===== src/rtl/ilv_pkg.sv =====
// Shared definitions for the dual-port interleaver.
// Assumes the mode select is four bits, one per output ordering.
package ilv_pkg;

    localparam int MODE_N = 4;

    // Bit positions of the one-hot mode select
    localparam int MB_NORMAL = 0;
    localparam int MB_DUP    = 1;
    localparam int MB_INV    = 2;
    localparam int MB_ZERO   = 3;

    typedef enum logic [1:0] {
        SEQ_NORMAL = 2'd0,
        SEQ_DUP    = 2'd1,
        SEQ_INV    = 2'd2,
        SEQ_ZERO   = 2'd3
    } seq_e;

    typedef struct packed {
        logic valid;
        seq_e seq;
    } mode_t;

endpackage


===== src/rtl/ilv_phase.sv =====
// Phase generator: toggles every cycle, held at 0 in sleep and reset.
// Assumes rst_n is synchronous and active low.
module ilv_phase (
    input  logic clk,
    input  logic rst_n,
    input  logic sleep,
    output logic phase
);
    // Toggle the pair phase; park it at capture phase when idle
    always_ff @(posedge clk) begin
        if (!rst_n || sleep) phase <= 1'b0;
        else                 phase <= ~phase;
    end
endmodule


===== src/rtl/ilv_mode_dec.sv =====
// Mode qualifier: turns a one-hot select into an ordering plus a valid flag.
// Assumes nothing about the select; zero or several set bits give valid = 0.
module ilv_mode_dec
    import ilv_pkg::*;
#(
    parameter int MODES = MODE_N
) (
    input  logic [MODES-1:0] sel,
    output mode_t            mode
);
    localparam int CW = $clog2(MODES + 1);

    logic [CW-1:0] ones;
    logic [1:0]    idx;

    // Count set bits and record the index of the set bit
    always_comb begin
        ones = '0;
        idx  = 2'd0;
        for (int i = 0; i < MODES; i++) begin
            if (sel[i]) begin
                ones = ones + CW'(1);
                idx  = 2'(i);
            end
        end
    end

    // Qualify: exactly one bit set means a usable ordering
    always_comb begin
        mode.valid = (ones == CW'(1));
        mode.seq   = seq_e'(idx);
    end
endmodule


===== src/rtl/ilv_word_sel.sv =====
// Word former: builds both words of a pair from live port codes.
// Assumes offset-binary codes; negation is a mirror about midscale.
module ilv_word_sel
    import ilv_pkg::*;
#(
    parameter int W = 14
) (
    input  logic [W-1:0] a,
    input  logic [W-1:0] b,
    input  mode_t        mode,
    output logic [W-1:0] w_first,
    output logic [W-1:0] w_second
);
    localparam logic [W-1:0] MID = {1'b1, {(W-1){1'b0}}};

    logic [W-1:0] a_mirror;

    // Mirror each bit of A; complement equals full-scale minus code
    for (genvar g = 0; g < W; g++) begin : g_mirror
        assign a_mirror[g] = ~a[g];
    end

    // Pick the two words of the pair from the qualified ordering
    always_comb begin
        w_first  = MID;
        w_second = MID;
        if (mode.valid) begin
            w_first = a;
            unique case (mode.seq)
                SEQ_NORMAL: w_second = b;
                SEQ_DUP:    w_second = a;
                SEQ_INV:    w_second = a_mirror;
                SEQ_ZERO:   w_second = MID;
            endcase
        end
    end
endmodule


===== src/rtl/ilv_pair_hold.sv =====
// Pair sequencer: sends the first word at capture and holds the second word.
// Assumes phase = 0 marks the capture cycle.
module ilv_pair_hold #(
    parameter int W = 14
) (
    input  logic         clk,
    input  logic         rst_n,
    input  logic         sleep,
    input  logic         phase,
    input  logic [W-1:0] w_first,
    input  logic [W-1:0] w_second,
    output logic [W-1:0] code
);
    localparam logic [W-1:0] MID = {1'b1, {(W-1){1'b0}}};

    logic [W-1:0] held_q;

    // Latch the second word of the pair on the capture cycle
    always_ff @(posedge clk) begin
        if (!rst_n)                 held_q <= MID;
        else if (!sleep && !phase)  held_q <= w_second;
    end

    // Drive the output: first word at capture, held word after, midscale when idle
    always_ff @(posedge clk) begin
        if (!rst_n || sleep) code <= MID;
        else if (!phase)     code <= w_first;
        else                 code <= held_q;
    end
endmodule


===== src/rtl/dual_port_interleaver.sv =====
// Dual-port sample interleaver top.
// Merges two half-rate ports into one full-rate stream in a selectable order.
// Assumes the source presents a fresh A/B pair while phase_o is 0.
module dual_port_interleaver
    import ilv_pkg::*;
#(
    parameter int W     = 14,
    parameter int MODES = MODE_N
) (
    input  logic             clk,
    input  logic             rst_n,
    input  logic             sleep_i,
    input  logic [MODES-1:0] mode_i,
    input  logic [W-1:0]     a_i,
    input  logic [W-1:0]     b_i,
    output logic             phase_o,
    output logic [W-1:0]     code_o
);
    mode_t        mode;
    logic [W-1:0] w_first;
    logic [W-1:0] w_second;

    ilv_phase u_phase (
        .clk   (clk),
        .rst_n (rst_n),
        .sleep (sleep_i),
        .phase (phase_o)
    );

    ilv_mode_dec #(.MODES(MODES)) u_dec (
        .sel  (mode_i),
        .mode (mode)
    );

    ilv_word_sel #(.W(W)) u_sel (
        .a        (a_i),
        .b        (b_i),
        .mode     (mode),
        .w_first  (w_first),
        .w_second (w_second)
    );

    ilv_pair_hold #(.W(W)) u_hold (
        .clk      (clk),
        .rst_n    (rst_n),
        .sleep    (sleep_i),
        .phase    (phase_o),
        .w_first  (w_first),
        .w_second (w_second),
        .code     (code_o)
    );
endmodule


===== config.mk =====
export PLATFORM = sky130hd
export DESIGN_NAME = dual_port_interleaver
export DESIGN_NICKNAME = d
export VERILOG_FILES = /design/src/rtl/ilv_pkg.sv /design/src/rtl/ilv_phase.sv /design/src/rtl/ilv_mode_dec.sv /design/src/rtl/ilv_word_sel.sv /design/src/rtl/ilv_pair_hold.sv /design/src/rtl/dual_port_interleaver.sv
export SDC_FILE = /design/constraint.sdc
export NUM_CORES = 1
export LEC_CHECK = 0
export BUFFER_PORTS_ARGS = -buffer_cell sky130_fd_sc_hd__buf_2
export CAP_MARGIN = 40
export CORE_MARGIN = 1.5
export CORE_UTILIZATION = 56
export DETAILED_ROUTE_END_ITERATION = 10
export PLACE_DENSITY_LB_ADDON = 0.15
export SETUP_SLACK_MARGIN = 0.2
export SLEW_MARGIN = 20
export SYNTH_ARGS = -nofsm -noshare
export SYNTH_HDL_FRONTEND = slang
export SYNTH_HIERARCHICAL = 1
export SYNTH_SLANG_ARGS = --single-unit

===== constraint.sdc =====
create_clock -name clk -period 5.4 [get_ports clk]
set_clock_uncertainty 0.15 [all_clocks]
set_input_delay 0.27 -clock clk [delete_from_list [all_inputs] [get_ports clk]]
set_output_delay 0.27 -clock clk [all_outputs]
set_load 0.03 [all_outputs]

==> results.sh, run 1 <==
export IMPL_ioPinCount=50
export IMPL_vias=1505
export IMPL_wl_um=3780
export IMPL_worst_slew_pin_slew_ns=0.528
export IMPL_use_met1_pct=27.3
export IMPL_cts_root_buf="clkbuf_4"
export IMPL_vdd_drop_max_v=0.000128
export IMPL_wl_per_cell_um=13.7
export IMPL_htreeDepth=2
export IMPL_cts_tree="yes"
export IMPL_num_rows=20
export IMPL_syn_area_per_cell_sq_um=9.56
export IMPL_p_sw_w=0.000138
export IMPL_setup_viol=0
export IMPL_use_met3_pct=6.99
export IMPL_grt_pass1_vias=1409
export IMPL_hold_depth=4
export IMPL_ant_nets=0
export IMPL_post_cts_resized=0
export IMPL_io_buffer_count=49
export IMPL_max_freq_mhz=432
export IMPL_p_leak_nw=0.970
export IMPL_synth_ff_type="dfxtp_1"
export IMPL_clk_latency_ns=0.33
export IMPL_final_hold_violation_count=0
export IMPL_path_clk_slew_ns=0.09
export IMPL_synth_area_sq_mm=0.00180
export IMPL_initial_core_util_pct=58.9
export IMPL_syn_inst=188
export IMPL_cap_viol_max_count=0
export IMPL_rsz0062_at_grt="no"
export IMPL_die_area_sq_mm=0.00356
export IMPL_die_w_um=59.6
export IMPL_r2r_cells=3
export IMPL_fin_crit_ns=2.32
export IMPL_die_h_um=59.6
export IMPL_mostFrequentLayoutCell="buf_2"
export IMPL_diodes=0
export IMPL_status="finished clean"
export IMPL_maxSlewViolCount=0
export IMPL_cellInternalPower_w=0.000317
export IMPL_ys_ff_latch=29
export IMPL_worst_slack_ns=3.08
export IMPL_postCtsSetupRepairBufs=0
export IMPL_p_comb_share_pct=24.4
export IMPL_postCtsHoldBufs=0
export IMPL_slew_headroom_pct=64.8
export IMPL_yosys_warnings=6
export IMPL_pwr_share_clk_pct=27.0
export IMPL_synthesis_nets=226
export IMPL_period_share_pct=42.9
export IMPL_gr_total_overflow=0
export IMPL_clock_path_buffers=2
export IMPL_fin_tns_setup_ns=0
export IMPL_antenna_found_initial=0
export IMPL_seqPwrFrac_pct=48.6
export IMPL_grt_busiest_layer="met2"
export IMPL_gp_congestion=0.762
export IMPL_synthDistinctLibCells=32
export IMPL_track_usage_pct=23.1
export IMPL_critPathLaunchType="input port"
export IMPL_path_max_fanout=28
export IMPL_async_flop_share_pct=0
export IMPL_drcViolationCount=0
export IMPL_via_per_inst=5.45
export IMPL_synth_edf_count=0
export IMPL_final_nets=269
export IMPL_grt_use_met2_pct=39.6
export IMPL_dp_hpwl_um=2570
export IMPL_cp_arrival_ns=2.38
export IMPL_numCtsBuffers=5
export IMPL_post_place_ws_ns=2.73
export IMPL_first_pass_iters=6
export IMPL_ys_seq_area_share_pct=32.3
export IMPL_final_cell_mix="49 x buf_2, 29 x dfxtp_1, 27 x mux2i_1"
export IMPL_crit_required_ns=5.47
export IMPL_drive_gt1_share_pct=33.2
export IMPL_core_sq_mm=0.00305
export IMPL_drtIter0Drc=60
export IMPL_grt_start_max_net_pins=33
export IMPL_cts_sinks=29
export IMPL_powerDensity_mw_per_mm2=222
export IMPL_syn_to_final_growth_pct=13.9
export IMPL_path_class="in -> reg"
export IMPL_p_sw_share_pct=30.3
export IMPL_hold_class="in -> reg"
export IMPL_grt_pass1_wl_um=6120
export IMPL_cp_end_kind="flop"
-- worst max-delay path, stage by stage --
cell and delay [ns]:
buf_2 0.09, inv_1 0.06, ha_1 0.31, xnor2_1 0.29, inv_1 0.08, ha_1 0.28, nand3b_1 0.16, o32ai_2 0.10
buf_4 0.29, nand2b_1 0.07, and2b_1 0.15, a211o_1 0.21
-- area by class of cell --
type	instances	area, sq um
multi-input cells	137	1050
clock inverters	2	10.0
repair buffers	53	287
flip-flops and latches	29	581
inverters	5	18.8
clock buffers	6	41.3
well taps	44	55.1
fillers	283	1010
-- sequential cells by signal, indices dropped and copies added, names as in the netlist --
name           cells
u_hold/code       14
u_hold/held_q     14
u_phase/phase      1
-- metal layers --
metal / up-vias / routed length, um
met2: 44 / 1920
li1: 759 / -
met3: 6 / 179
met5: - / 0
met1: 696 / 1630
met4: 0 / 50
-- power groups by stage --
stage	clock (W)	combinational [W]	sequential, W
after CTS	0.000128	0.000108	0.000221
after global placement	0	0.000103	0.000226
after floorplan	0	0.0000761	0.000233
after detailed placement	0	0.000108	0.000226
final	0.000123	0.000111	0.000221
after global routing	0.000138	0.000121	0.000222
-- path summary, 6_finish.rpt --
kind | endpoint | startpoint | slack (ns)
worst min register to register | u_hold/code[13] | u_hold/held_q[13] | 0.33
worst max register to register | u_hold/code[13] | u_phase/phase | 4.02
worst max-delay path | u_hold/code[13] | mode_i[1] | 3.08
worst min-delay path | u_hold/held_q[8] | b_i[8] | 0.18
-- cell families (layout without fill, tap and decap cells) --
| family | after synthesis | in the layout | synth area share [%] |
|---|---|---|---|
| multiplexers | 38 | 38 | 21.9 |
| adder cells (fa/ha/maj) | 3 | 3 | 2.09 |
| AND/OR/NAND/NOR | 48 | 48 | 13.6 |
| buffers and inverters | 22 | 66 | 9.19 |
| flip-flops | 29 | 29 | 32.3 |
| AO/OA/AOI/OAI | 46 | 46 | 19.8 |
| XOR/XNOR | 2 | 2 | 0.975 |
-- through the flow --
stage                     utilization (%)  cell area (sq um)  cells  power, W  hold slack (ns)
after CTS                            66.2               2020    274  0.000458            0.169
after detailed placement             64.5               1970    266  0.000334            0.303
after global placement               64.5               1970    266  0.000329            0.292
final                                67.0               2050    276  0.000455            0.176
after floorplan                         -               1800    188  0.000309            0.190
after global routing                 67.0               2050    276  0.000481            0.170
-- synth_stat cells, types with 2 or more instances --
| library cell | n | area share [%] |
|---|---|---|
| o211a_1 | 11 | 6.1 |
| mux2i_1 | 27 | 15 |
| o311a_1 | 2 | 1.1 |
| ha_1 | 3 | 2.1 |
| inv_1 | 5 | 1.0 |
| o21ai_1 | 14 | 3.9 |
| buf_6 | 7 | 4.4 |
| buf_4 | 2 | 0.84 |
| clkbuf_1 | 2 | 0.42 |
| and2_1 | 13 | 4.5 |
| dfxtp_1 | 29 | 32 |
| nand2_1 | 13 | 2.7 |
| buf_2 | 5 | 1.4 |
| nor2_1 | 14 | 2.9 |
| xnor2_1 | 2 | 0.98 |
| mux2_2 | 11 | 6.9 |
| o211ai_1 | 13 | 5.4 |
(Power assumes the default switching activity.)
==> run 2, diff against run 1 <==
CORE_UTILIZATION = 47   (was 56)
clock period = 1.9 ns   (was 5.4 ns; I/O delays follow)
==> run 2 against run 1 <==
Effect of this change:
- sequential power increased to 2.9 times the previous value
- combinational power rose to 3.6 times the previous value
- global-route usage shrank 0.66 points
- wire length increased by 14%
- cell count grew 5.1%
- first-iteration DRC count rose by 10%
- critical path type unchanged
- critical path depth fell by 1
- non-clock buffer count up 10
==> results.sh, run 2 (synthesis results as in run 1) <==
export IMPL_die_h_um=64.8
export IMPL_slew_headroom_pct=74.2
export IMPL_via_per_inst=5.49
export IMPL_worst_slew_pin_slew_ns=0.388
export IMPL_drtIter0Drc=66
export IMPL_grt_pass1_wl_um=7300
export IMPL_die_w_um=64.8
export IMPL_numCtsBuffers=5
export IMPL_wl_per_cell_um=14.8
export IMPL_vdd_drop_max_v=0.000333
export IMPL_dp_hpwl_um=2900
export IMPL_final_cell_mix="48 x buf_2, 28 x dfxtp_1, 27 x mux2i_1"
export IMPL_finalPower_w=0.00159
export IMPL_initial_core_util_pct=49.1
export IMPL_ioPinCount=50
export IMPL_core_sq_mm=0.00366
export IMPL_cp_top_family="adder cells"
export IMPL_num_rows=22
export IMPL_seqPwrFrac_pct=40.0
export IMPL_cpMaxStageDelayCell="ha_4"
export IMPL_grt_start_max_net_pins=29
export IMPL_cap_viol_max_count=0
export IMPL_max_freq_mhz=533
export IMPL_wl_um=4300
export IMPL_status="finished clean"
export IMPL_cts_sinks=29
export IMPL_die_area_sq_mm=0.00420
export IMPL_maxSlewViolCount=0
export IMPL_hold_worst_slack_ns=0.0487
export IMPL_pwr_share_clk_pct=35.0
export IMPL_p_sw_share_pct=27.9
export IMPL_period_share_pct=98.7
export IMPL_diodes=0
export IMPL_track_usage_pct=22.4
export IMPL_clk_latency_ns=0.28
export IMPL_worstPathCellList="buf_12 > inv_12 > ha_4 > xnor2_4 > inv_1 > ha_1 > nand3b_1 > o32ai_4 > nand2b_1 > and2b_1 > a211o_1"
export IMPL_top_regs="u_hold/code x14, u_hold/held_q x14, u_phase/phase x1"
export IMPL_final_nets=279
export IMPL_htreeDepth=2
export IMPL_cts_root_buf="clkbuf_8"
export IMPL_vias=1593
export IMPL_fin_crit_ns=1.87
export IMPL_cts_tree="yes"
export IMPL_cellInternalPower_w=0.00114
export IMPL_gp_congestion=0.757
export IMPL_io_buffer_count=49
export IMPL_path_max_fanout=6
export IMPL_clock_path_buffers=2
export IMPL_p_sw_w=0.000443
export IMPL_gr_total_overflow=0
export IMPL_drive_gt1_share_pct=38.8
export IMPL_cp_arrival_ns=1.90
export IMPL_first_pass_iters=4
export IMPL_crit_required_ns=1.92
export IMPL_p_comb_share_pct=24.9
export IMPL_p_leak_nw=1.07
export IMPL_slowest_delay_ns=0.28
export IMPL_grt_pass1_vias=1586
export IMPL_cp_end_kind="flop"
export IMPL_critPathLaunchType="input port"
export IMPL_path_clk_slew_ns=0.06
export IMPL_setup_viol=0
export IMPL_powerDensity_mw_per_mm2=695
export IMPL_antenna_found_initial=0
export IMPL_mostFrequentLayoutCell="buf_2"
export IMPL_ant_nets=0
export IMPL_rsz0062_at_grt="yes"
export IMPL_drcViolationCount=0
export IMPL_hold_class="in -> reg"
export IMPL_path_buf_inv=3
export IMPL_syn_to_final_growth_pct=27.0
export IMPL_path_class="in -> reg"
export IMPL_final_hold_violation_count=0
export IMPL_fin_tns_setup_ns=0
-- run 2: cell count changes in the layout (fill, tap and decap cells not counted), moves of 2 or more --
| cell | before | now |
|---|---|---|
| buf_4 | 2 | 9 |
| xnor2_1 | 2 | 0 |
| buf_12 | 0 | 3 |
| inv_1 | 5 | 3 |
| buf_6 | 1 | 3 |
| clkbuf_8 | 0 | 7 |
| clkbuf_4 | 5 | 0 |
-- run 2: power groups by stage --
| stage | registers, W | clock network [W] | logic, W |
|---|---|---|---|
| final | 0.000635 | 0.000556 | 0.000396 |
| after global routing | 0.000637 | 0.000595 | 0.000428 |
| after CTS | 0.000635 | 0.000564 | 0.000382 |
| after detailed placement | 0.000648 | 0 | 0.000356 |
| after global placement | 0.000648 | 0 | 0.000344 |
| after floorplan | 0.000662 | 0 | 0.000249 |
-- run 2: cell type report --
cell class | count | area (sq um)
Fill cell | 319 | 1380
Multi-Input combinational cell | 137 | 1100
Sequential cell | 29 | 582
Timing Repair Buffer | 63 | 402
Clock buffer | 7 | 96.3
Tap cell | 48 | 60.1
Inverter | 5 | 33.8
Clock inverter | 1 | 5.00
-- run 2: final timing paths --
kind               startpoint          endpoint  slack (ns)  depth (start not counted)
max                 mode_i[1]   u_hold/code[13]        0.03                         11
min reg2reg  u_hold/held_q[2]  u_hold/held_q[2]        0.33                          2
min                   a_i[11]   u_hold/code[11]        0.05                          4
max reg2reg     u_phase/phase    u_hold/code[6]        0.61                          3
-- run 2: tightest hold or removal path, stage by stage --
cell	delay, ns
buf_2	0.10
and2_1	0.12
mux2i_1	0.06
nor2_1	0.07
-- run 2: timing repair --
| item | CTS | global route |
|---|---|---|
| cloned | 2 | 0 |
| endpoints found under the setup margin | 28 | 29 |
| buffers inserted | 1 | 1 |
| pin swaps | 3 | 3 |
| resized for setup | 9 | 3 |
| hold buffers | 0 | 0 |
-- run 2: layer usage --
metal / share of wire (%) / vias up / track usage (%)
met2: 50 / 61 / 36.7
met1: 42 / 749 / 27.7
met5: 0 / - / 0
li1: - / 775 / -
met4: 1.8 / 0 / 11.2
met3: 6.1 / 8 / 4.86
-- run 2: through the flow --
stage | setup WS, ns | cell area, sq um | utilization (%) | instances
floorplan | -0.0540 | 1870 | - | 188
CTS | 0.0521 | 2260 | 61.8 | 289
global placement | -0.242 | 2110 | 57.7 | 278
detailed placement | -0.338 | 2110 | 57.7 | 278
global route | -0.0292 | 2280 | 62.3 | 290
finish | 0.0250 | 2280 | 62.3 | 290
